<file path="src/rtl/fcl_pkg.sv">
package fcl_pkg;

  typedef enum logic [1:0] {
    LM_PRESET     = 2'd0,
    LM_SERIAL     = 2'd1,
    LM_PAR_FLAT   = 2'd2,
    LM_PAR_PARITY = 2'd3
  } load_mode_e;

  function automatic load_mode_e mode_of(input logic [2:0] code);
    case (code)
      3'b010:  mode_of = LM_SERIAL;
      3'b100:  mode_of = LM_PAR_FLAT;
      3'b000:  mode_of = LM_PAR_PARITY;
      default: mode_of = LM_PRESET;
    endcase
  endfunction

  function automatic logic [15:0] preset_of(input logic [2:0] code);
    case (code)
      3'b111:  preset_of = 16'd64;
      3'b110:  preset_of = 16'd16;
      3'b101:  preset_of = 16'd8;
      3'b011:  preset_of = 16'd256;
      3'b001:  preset_of = 16'd1024;
      default: preset_of = 16'd0;
    endcase
  endfunction

endpackage

</file>
<file path="src/rtl/fcl_mode_capture.sv">
module fcl_mode_capture
  import fcl_pkg::*;
#(
  parameter int OFW = 14
) (
  input  logic              clk,
  input  logic              rst_n,
  input  logic [2:0]        sel_fs,
  output load_mode_e        mode,
  output logic [OFW-1:0]    preset_val
);

  logic [15:0] raw_preset;
  assign raw_preset = preset_of(sel_fs);

  // The select code is captured on every edge that sees reset low;
  // the last such edge decides the mode.
  always_ff @(posedge clk) begin
    if (!rst_n) begin
      mode       <= mode_of(sel_fs);
      preset_val <= raw_preset[OFW-1:0];
    end
  end

  logic unused_preset_hi;
  assign unused_preset_hi = ^raw_preset[15:OFW];

  // the mode is frozen outside reset
  assert_mode_hold_R11: assert property (@(posedge clk) disable iff (!rst_n)
    $past(rst_n) |-> $stable(mode));

endmodule

</file>
<file path="src/rtl/fcl_serial_loader.sv">
module fcl_serial_loader #(
  parameter int OFW = 14
) (
  input  logic           clk,
  input  logic           rst_n,
  input  logic           active,
  input  logic           ser_en_n,
  input  logic           ser_din,
  output logic [OFW-1:0] y_val,
  output logic [OFW-1:0] x_val,
  output logic           done
);

  localparam int TOTAL = 2 * OFW;
  localparam int CW    = $clog2(TOTAL + 1);

  logic [CW-1:0] bit_cnt;
  logic          take;

  assign take = active && !ser_en_n && (bit_cnt < CW'(TOTAL));

  always_ff @(posedge clk) begin
    if (!rst_n) begin
      bit_cnt <= '0;
      y_val   <= '0;
      x_val   <= '0;
      done    <= 1'b0;
    end else begin
      if (take) begin
        bit_cnt <= bit_cnt + 1'b1;
        if (bit_cnt < CW'(OFW)) y_val <= {y_val[OFW-2:0], ser_din};
        else                    x_val <= {x_val[OFW-2:0], ser_din};
      end
      // ready follows one edge after the final bit
      done <= active && (bit_cnt == CW'(TOTAL));
    end
  end

  // never more than 2*OFW bits accepted
  assert_bit_bound_R2: assert property (@(posedge clk) disable iff (!rst_n)
    bit_cnt <= CW'(TOTAL));

  // the count moves only after an enabled edge
  assert_enable_gate_R4: assert property (@(posedge clk) disable iff (!rst_n)
    ($past(rst_n) && bit_cnt != $past(bit_cnt)) |-> !$past(ser_en_n));

endmodule

</file>
<file path="src/rtl/fcl_parallel_loader.sv">
module fcl_parallel_loader #(
  parameter int DW  = 36,
  parameter int OFW = 14
) (
  input  logic           clk,
  input  logic           rst_n,
  input  logic           active,
  input  logic           parity_layout,
  input  logic           accept,
  input  logic [DW-1:0]  data,
  output logic [OFW-1:0] y_val,
  output logic [OFW-1:0] x_val,
  output logic           done
);

  logic [1:0]     word_cnt;
  logic [OFW-1:0] flat_field;
  logic [OFW-1:0] parity_field;
  logic [OFW-1:0] field;

  generate
    if (OFW > 9) begin : g_wide
      assign parity_field = {data[OFW:9], data[7:0]};
    end else begin : g_narrow
      assign parity_field = data[OFW-1:0];
    end
  endgenerate

  assign flat_field = data[OFW-1:0];
  assign field      = parity_layout ? parity_field : flat_field;
  assign done       = (word_cnt == 2'd2);

  always_ff @(posedge clk) begin
    if (!rst_n) begin
      word_cnt <= '0;
      y_val    <= '0;
      x_val    <= '0;
    end else if (active && accept && !done) begin
      word_cnt <= word_cnt + 1'b1;
      if (word_cnt == 2'd0) y_val <= field;
      else                  x_val <= field;
    end
  end

  logic unused_hi_bits;
  assign unused_hi_bits = ^data[DW-1:OFW+1];

  // exactly two offset words are consumed
  assert_word_bound_R5: assert property (@(posedge clk) disable iff (!rst_n)
    word_cnt <= 2'd2);

endmodule

</file>
<file path="src/rtl/fcl_flag_cmp.sv">
module fcl_flag_cmp #(
  parameter int DEPTH = 16384,
  parameter int OFW   = 14,
  parameter int UW    = 15
) (
  input  logic [UW-1:0]  used_cnt,
  input  logic [OFW-1:0] x_val,
  input  logic [OFW-1:0] y_val,
  output logic           almost_empty,
  output logic           almost_full
);

  logic [UW-1:0] free_cnt;

  assign free_cnt     = UW'(DEPTH) - used_cnt;
  assign almost_empty = (used_cnt <= UW'(x_val));
  assign almost_full  = (free_cnt <= UW'(y_val));

endmodule

</file>
<file path="src/rtl/fifo_offset_cfg.sv">
module fifo_offset_cfg
  import fcl_pkg::*;
#(
  parameter int DEPTH = 16384,
  parameter int DW    = 36,
  parameter int OFW   = $clog2(DEPTH),
  parameter int UW    = $clog2(DEPTH + 1)
) (
  input  logic           clk,
  input  logic           rst_n,
  input  logic [2:0]     sel_fs,
  input  logic           ser_en_n,
  input  logic           ser_din,
  input  logic           fifo_full,
  input  logic [UW-1:0]  used_cnt,
  input  logic           wr_valid,
  input  logic [DW-1:0]  wr_data,
  output logic           wr_ready,
  output logic           store_en,
  output logic [OFW-1:0] off_x,
  output logic [OFW-1:0] off_y,
  output logic           almost_empty,
  output logic           almost_full
);

  load_mode_e     mode;
  logic [OFW-1:0] preset_val;
  logic [OFW-1:0] ser_y, ser_x, par_y, par_x;
  logic           ser_done, par_done, cfg_done;
  logic           is_serial, is_par, accept;

  fcl_mode_capture #(.OFW(OFW)) u_mode (
    .clk(clk), .rst_n(rst_n), .sel_fs(sel_fs),
    .mode(mode), .preset_val(preset_val)
  );

  assign is_serial = (mode == LM_SERIAL);
  assign is_par    = (mode == LM_PAR_FLAT) || (mode == LM_PAR_PARITY);

  fcl_serial_loader #(.OFW(OFW)) u_ser (
    .clk(clk), .rst_n(rst_n), .active(is_serial),
    .ser_en_n(ser_en_n), .ser_din(ser_din),
    .y_val(ser_y), .x_val(ser_x), .done(ser_done)
  );

  assign accept = wr_valid && wr_ready;

  fcl_parallel_loader #(.DW(DW), .OFW(OFW)) u_par (
    .clk(clk), .rst_n(rst_n), .active(is_par),
    .parity_layout(mode == LM_PAR_PARITY),
    .accept(accept), .data(wr_data),
    .y_val(par_y), .x_val(par_x), .done(par_done)
  );

  always_comb begin
    case (mode)
      LM_SERIAL: begin
        off_x = ser_x; off_y = ser_y; cfg_done = ser_done;
      end
      LM_PAR_FLAT, LM_PAR_PARITY: begin
        off_x = par_x; off_y = par_y; cfg_done = par_done;
      end
      default: begin
        off_x = preset_val; off_y = preset_val; cfg_done = 1'b1;
      end
    endcase
  end

  always_comb begin
    if (!rst_n)                   wr_ready = 1'b0;
    else if (is_par && !par_done) wr_ready = 1'b1;
    else if (!cfg_done)           wr_ready = 1'b0;
    else                          wr_ready = !fifo_full;
  end

  assign store_en = accept && cfg_done;

  fcl_flag_cmp #(.DEPTH(DEPTH), .OFW(OFW), .UW(UW)) u_flags (
    .used_cnt(used_cnt), .x_val(off_x), .y_val(off_y),
    .almost_empty(almost_empty), .almost_full(almost_full)
  );

  // no transfers while a serial load is unfinished
  assert_serial_block_R3: assert property (@(posedge clk) disable iff (!rst_n)
    (is_serial && !ser_done) |-> !wr_ready);

  // offsets frozen once loading has finished
  assert_offset_hold_R11: assert property (@(posedge clk) disable iff (!rst_n)
    ($past(rst_n) && $past(cfg_done) && cfg_done) |-> ($stable(off_x) && $stable(off_y)));

  // an offset word is never also stored
  assert_no_store_in_load_R5: assert property (@(posedge clk) disable iff (!rst_n)
    (is_par && !par_done) |-> !store_en);

endmodule

</file>
<file path="config.mk">
export PLATFORM = sky130hd
export DESIGN_NAME = fifo_offset_cfg
export DESIGN_NICKNAME = d
export VERILOG_FILES = /design/src/rtl/fcl_pkg.sv /design/src/rtl/fcl_mode_capture.sv /design/src/rtl/fcl_serial_loader.sv /design/src/rtl/fcl_parallel_loader.sv /design/src/rtl/fcl_flag_cmp.sv /design/src/rtl/fifo_offset_cfg.sv
export SDC_FILE = /design/constraint.sdc
export NUM_CORES = 1
export LEC_CHECK = 0
export BUFFER_PORTS_ARGS = -buffer_cell sky130_fd_sc_hd__buf_2
export CAP_MARGIN = 25
export CORE_MARGIN = 5
export CORE_UTILIZATION = 44
export DETAILED_ROUTE_END_ITERATION = 7
export PLACE_DENSITY = 0.73
export SLEW_MARGIN = 30
export SYNTH_ARGS = -nofsm -noshare
export SYNTH_HDL_FRONTEND = slang
export SYNTH_SLANG_ARGS = --single-unit
</file>
<file path="constraint.sdc">
create_clock -name clk -period 2.5 [get_ports clk]
set_input_delay 0.125 -clock clk [delete_from_list [all_inputs] [get_ports clk]]
set_output_delay 0.125 -clock clk [all_outputs]
set_load 0.05 [all_outputs]
</file>
==> flow_summary.json, run 1 <==
{
  "status": "finished, violations left",
  "violations": "negative setup slack",
  "crit_slowest_cell": "edfxtp_1",
  "grt_pass1_vias": 3944,
  "worstPathRequired_ns": 2.38,
  "most-common-layout-cells": "94 x nand2_1, 67 x buf_2, 64 x dfxtp_1",
  "yosysTopAreaCell": "dfxtp_1",
  "clkLatencyLatePin_ns": 0.35,
  "slowest_delay_ns": 0.48,
  "dp_slack_ns": -0.195,
  "via_per_inst": 5.21,
  "layout.nets": 732,
  "worst_path_dominant_cell_family": "compound AO/OA/AOI/OAI gates",
  "r2r_start": "u_par.word_cnt[0]",
  "slew_violations": 0,
  "grt_max_degree": 37,
  "cts_buffers": 9,
  "crit_path_max_fanout": 5,
  "vdd_drop_max_mv": 0.350,
  "die_h_um": 108,
  "reg2reg_slack_ns": 0.54,
  "hold_end": "u_par.y_val[3]",
  "synth_edf_count": 7,
  "max_clock_freq_mhz": 342,
  "yosys_most_used_dff": "dfxtp_1",
  "hold_viol_final": 0,
  "hold_start": "wr_data[3]",
  "tns_ns": -0.829,
  "cts_sinks": 71,
  "period_needed_ns": 2.92,
  "drive_above_1_share_pct": 29.2,
  "cp-start-kind": "register",
  "die_w_um": 108,
  "fin_ws_ns": -0.425,
  "finalClockSkew_ns": 0.00568,
  "start_util_pct": 45.2,
  "arrival_ns": 2.80,
  "design.core.area_um2": 9280,
  "async_flop_share_pct": 0,
  "worstSetupEndpointType": "output pin",
  "seq_area_um2": 1490,
  "ant_nets": 0,
  "power_density_nw_per_um2": 485,
  "diodes": 0,
  "synth_seq_cells": 71,
  "antenna_found_initial": 0,
  "port_buffers": 70,
  "dr_total_vias": 4031,
  "routedWlPerCell_um": 15.5,
  "multi_input_area_um2": 2650,
  "setup_viol": 2,
  "cts_tree": "done",
  "syn_inst": 518,
  "synth.avg_cell_area_um2": 8.10,
  "synth_area_leaders": "dfxtp_1 31%, ha_1 9.8%, nand2_1 8.4%",
  "finalPower_mw": 2.67,
  "rows": 35,
  "syn_nets": 611,
  "drc_errors": 0,
  "place_congestion": 0.876,
  "cts_max_path_buffers": 2,
  "fin_area_um2": 5510,
  "worstSetupPathType": "reg -> out",
  "drtIter0Drc": 277,
  "synthDistinctLibCells": 48,
  "grt-ovfl-total": 0,
  "cp_num_buf_inv": 3,
  "timing.rr.end": "u_par.y_val[4]",
  "cts_hold_buf": 0,
  "numPlacedInstances": 741,
  "crit_chain": "buf_6, nor2b_1, buf_4, a21oi_1, o21a_2, ha_4, a211oi_2, o22ai_1, o31ai_1, a21o_2, buf_8",
  "cts-root-buf": "clkbuf_8",
  "finish.utilization_pct": 59.3,
  "p_leak_nw": 2.57,
  "area_growth_syn_to_layout_pct": 31.1,
  "dieArea_um2": 11600,
  "hold_ws_ns": 0.0316,
  "yosys_warnings": 0,
  "ios": 92,
  "track_usage_pct": 20.4,
  "synth_area_um2": 4200,
  "placed_cell_area_um2": 5020,
  "netlist.area_leader.share_pct": 30.5,
  "drt_pass1_iterations": 5,
  "clk_pin_slew_worst_paths_ns": 0.07,
  "grt_setup_unrepaired": "true",
  "fillCellCount": 855,
  "layout_commonest_cell": "nand2_1",
  "drt_wl_total_um": 11900,
  "r2r_cells": 7,
  "worstMarginPinSlew_ns": 0.631,
  "finalNonFillerCells": 773,
  "maxCapViolCount": 0,
  "fin_crit_sh_pct": 117,
  "min_path_cells": 3,
  "hold_path_class": "in -> reg",
  "grt_first_pass_wirelength_um": 18800,
  "htreeDepth": 3,
  "hpwl_um": 8920,
  "slew_headroom_pct": 57.8,
  "yosysSeqAreaShare_pct": 35.5
}
==> flip-flops by register name (all words and copies together), names as in the netlist <==
name	cells
u_mode.mode	2
u_mode.preset_val	5
u_par.word_cnt	2
u_par.x_val	14
u_par.y_val	14
u_ser.bit_cnt	5
u_ser.done	1
u_ser.x_val	14
u_ser.y_val	14
==> power breakdown <==
part           internal (mW)  switching (mW)
registers               1.18          0.0188
logic                  0.270           0.374
clock network          0.412           0.415
total                   1.86           0.808
==> tightest hold or removal path, cell delays in order <==
cell and delay [ns]:
buf_2 0.11, nand2_1 0.05, a21oi_1 0.05
==> cells in the mapped netlist (all sizes together) (2+ instances only) <==
cell type	number
nand3	9
dfxtp	64
a21o	2
nor2	62
ha	33
nor3b	2
a2111oi	2
nand2	95
clkbuf	11
nand4	3
xnor2	11
nor4	2
edfxtp	7
a211oi	13
xor2	5
o21a	24
nor2b	8
o21ai	10
a21boi	2
buf	14
o211ai	2
inv	37
a311oi	2
and3	4
nor3	9
and3b	2
mux2i	34
a21oi	38
==> kinds of logic (layout without fill, tap and decap cells) <==
logic type / after synthesis / after routing / synth area share (%)
flip-flops: 71 / 71 / 35.5
multiplexers: 34 / 34 / 8.11
AO/OA/AOI/OAI: 101 / 101 / 15.6
AND/OR/NAND/NOR: 201 / 201 / 21.1
adder cells (fa/ha/maj): 33 / 33 / 9.84
buffers and inverters: 62 / 188 / 6.41
XOR/XNOR: 16 / 16 / 3.34
==> area by class of cell <==
| type | count | area share (%) |
|---|---|---|
| multi-input cells | 385 | 48.1 |
| flip-flops and latches | 71 | 27.1 |
| repair buffers | 135 | 16.1 |
| well taps | 129 | 2.93 |
| clock buffers | 13 | 2.89 |
| inverters | 37 | 2.52 |
| clock inverters | 3 | 0.318 |
==> routing by layer <==
layer / global-route usage, % / wire length, um
met3: 3.66 / 791
met2: 33.2 / 5500
met4: 6.13 / 166
met5: 0 / 0
met1: 27.7 / 5490
==> what timing repair did <==
| action | CTS | global route |
|---|---|---|
| setup endpoints to repair | 2 | 2 |
| gates resized for setup | 29 | 14 |
| setup buffers | 10 | 6 |
| pin swaps | 17 | 11 |
==> worst max-delay path by stage <==
stage                        start           end  slack [ns]  depth (start not counted)
floorplan           u_mode.mode[0]  almost_empty       -0.09                         10
global placement       used_cnt[6]   almost_full       -0.14                         12
detailed placement     used_cnt[6]   almost_full       -0.19                         12
CTS                 u_mode.mode[0]  almost_empty       -0.43                          9
global route        u_mode.mode[0]   almost_full       -0.54                         11
finish              u_mode.mode[0]  almost_empty       -0.42                         11
Note: power is estimated with default switching activity, not from simulation.
==> run 2: changes to the inputs <==
CORE_UTILIZATION = 50   (was 44)
PLACE_DENSITY = 0.81   (was 0.73)
SETUP_SLACK_MARGIN = 0.2   (was unset)
==> flow_summary.json, run 2 (same netlist as run 1, synthesis figures left out) <==
{
  "netSwitchingPower_mw": 0.815,
  "design.core.area_um2": 8220,
  "period_needed_ns": 2.88,
  "cp-start-kind": "register",
  "port_buffers": 70,
  "via_per_inst": 5.46,
  "hold_end": "u_par.y_val[1]",
  "cts_tree": "done",
  "timing.rr.end": "u_ser.y_val[10]",
  "swShare_pct": 29.2,
  "hold_path_class": "in -> reg",
  "finalNonFillerCells": 734,
  "p_comb_share_pct": 21.0,
  "antenna_found_initial": 0,
  "finish.utilization_pct": 64.6,
  "ant_nets": 0,
  "internal_power_mw": 1.98,
  "arrival_ns": 2.76,
  "start_util_pct": 51.1,
  "worstMarginPinSlew_ns": 0.628,
  "fin_crit_sh_pct": 115,
  "rows": 33,
  "max_clock_freq_mhz": 347,
  "diodes": 0,
  "setup_viol": 2,
  "worstSetupEndpointType": "output pin",
  "die_h_um": 102,
  "htreeDepth": 3,
  "met1_usage_pct": 28.3,
  "status": "finished, violations left",
  "dr_total_vias": 4004,
  "power.clock.fraction_pct": 36.3,
  "r2r_cells": 6,
  "clkLatencyLatePin_ns": 0.35,
  "slew_violations": 0,
  "dieArea_um2": 10300,
  "grt_max_degree": 55,
  "ios": 92,
  "fin_ws_ns": -0.381,
  "min_path_cells": 3,
  "worstPathRequired_ns": 2.38,
  "use_met3_pct": 5.37,
  "grt_use_met2_pct": 37.0,
  "hold_start": "wr_data[1]",
  "numPlacedInstances": 717,
  "hpwl_um": 8970,
  "layout_commonest_cell": "nand2_1",
  "area_growth_syn_to_layout_pct": 26.5,
  "drive_above_1_share_pct": 25.4,
  "drtIter0Drc": 304,
  "die_w_um": 102,
  "vdd_drop_max_mv": 0.405,
  "fillCellCount": 683,
  "drc_errors": 0,
  "most-common-layout-cells": "94 x nand2_1, 68 x buf_2, 64 x dfxtp_1",
  "track_usage_pct": 22.5,
  "place_congestion": 0.891,
  "clk_pin_slew_worst_paths_ns": 0.08,
  "cts_buffers": 9,
  "pwr-share-seq_pct": 42.7,
  "routedWlPerCell_um": 15.5,
  "finalClockSkew_ns": 0.00992,
  "drt_pass1_iterations": 5,
  "reg2reg_slack_ns": 0.44,
  "grt-busiest-layer": "met2",
  "drt_wl_total_um": 11400,
  "grt-ovfl-total": 0,
  "cts_max_path_buffers": 2,
  "slew_headroom_pct": 58.0,
  "hold_viol_final": 0,
  "dp_slack_ns": -0.239,
  "p_leak_nw": 2.50,
  "cts-root-buf": "clkbuf_8",
  "cts_sinks": 71,
  "grt_first_pass_wirelength_um": 18200,
  "violations": "negative setup slack",
  "power_density_nw_per_um2": 527,
  "crit_path_max_fanout": 21,
  "maxCapViolCount": 0,
  "worstSetupPathType": "reg -> out",
  "r2r_start": "u_mode.mode[1]",
  "grt_pass1_vias": 3849,
  "grt_setup_unrepaired": "true",
  "layout.nets": 717
}
[run 2: cell types whose count changed in the layout (fill, tap and decap cells not counted), sizes merged]
cell and change:
clkbuf -4, dlygate4sd3 +1, inv +2, buf -15
clkinv -2, bufinv +2, clkinvlp +1
[run 2: area by class of cell]
type | instances | area [um2] | area share [%]
Tap cell | 105 | 131 | 2.47
Clock buffer | 10 | 128 | 2.40
Timing Repair Buffer | 120 | 769 | 14.5
Inverter | 37 | 139 | 2.62
Multi-Input combinational cell | 385 | 2560 | 48.2
Clock inverter | 6 | 92.6 | 1.74
Sequential cell | 71 | 1490 | 28.1
[run 2: power by group through the flow]
stage | clock (mW) | sequential [mW] | combinational [mW]
after CTS | 1.03 | 1.20 | 0.573
after global routing | 1.09 | 1.20 | 0.636
final | 1.02 | 1.20 | 0.586
after detailed placement | 0 | 1.22 | 0.557
after global placement | 0 | 1.22 | 0.540
after floorplan | 0 | 1.22 | 0.370
[run 2: layer usage]
metal,part of all wire [%],vias up,routed length [um]
li1,-,1965,-
met1,42,1862,4830
met2,47,153,5360
met3,7.7,24,879
met4,2.8,0,321
met5,0,-,0
[run 2: how the worst max path moves through the flow]
stage                         to           start  slack [ns]  depth (start not counted)
global placement     almost_full     used_cnt[6]       -0.18                         12
finish              almost_empty  u_mode.mode[0]       -0.38                         10
floorplan           almost_empty  u_mode.mode[0]       -0.09                         10
global route         almost_full  u_mode.mode[0]       -0.49                         10
detailed placement   almost_full  u_mode.mode[0]       -0.24                         10
CTS                  almost_full  u_mode.mode[0]       -0.39                         10
[run 2: critical path: stages (launching register included)]
cell and delay [ns]:
edfxtp_1 0.42, buf_12 0.18, nor2b_4 0.13, a21oi_2 0.04, o21a_1 0.20, ha_1 0.28, and3_4 0.18, a221o_1 0.33
a2111oi_4 0.30, a21o_2 0.21, buf_8 0.15
[run 2: timing repair]
action,4_1_cts,5_1_grt
setup endpoints to repair,2,2
setup buffers,0,0
hold endpoints to repair,0,1
pin swaps,1,2
gates resized for setup,12,6
hold buffers,0,1
[run 2: per-stage QoR]
stage | cell area [um2] | setup TNS (ns) | total power [mW] | hold WS (ns)
floorplan | 4310 | -0.134 | 1.59 | 0.261
global placement | 5000 | -0.248 | 1.76 | 0.377
detailed placement | 5000 | -0.360 | 1.78 | 0.385
CTS | 5270 | -0.757 | 2.80 | 0.00439
global route | 5310 | -0.960 | 2.92 | 0.00490
finish | 5310 | -0.746 | 2.80 | 0.0183
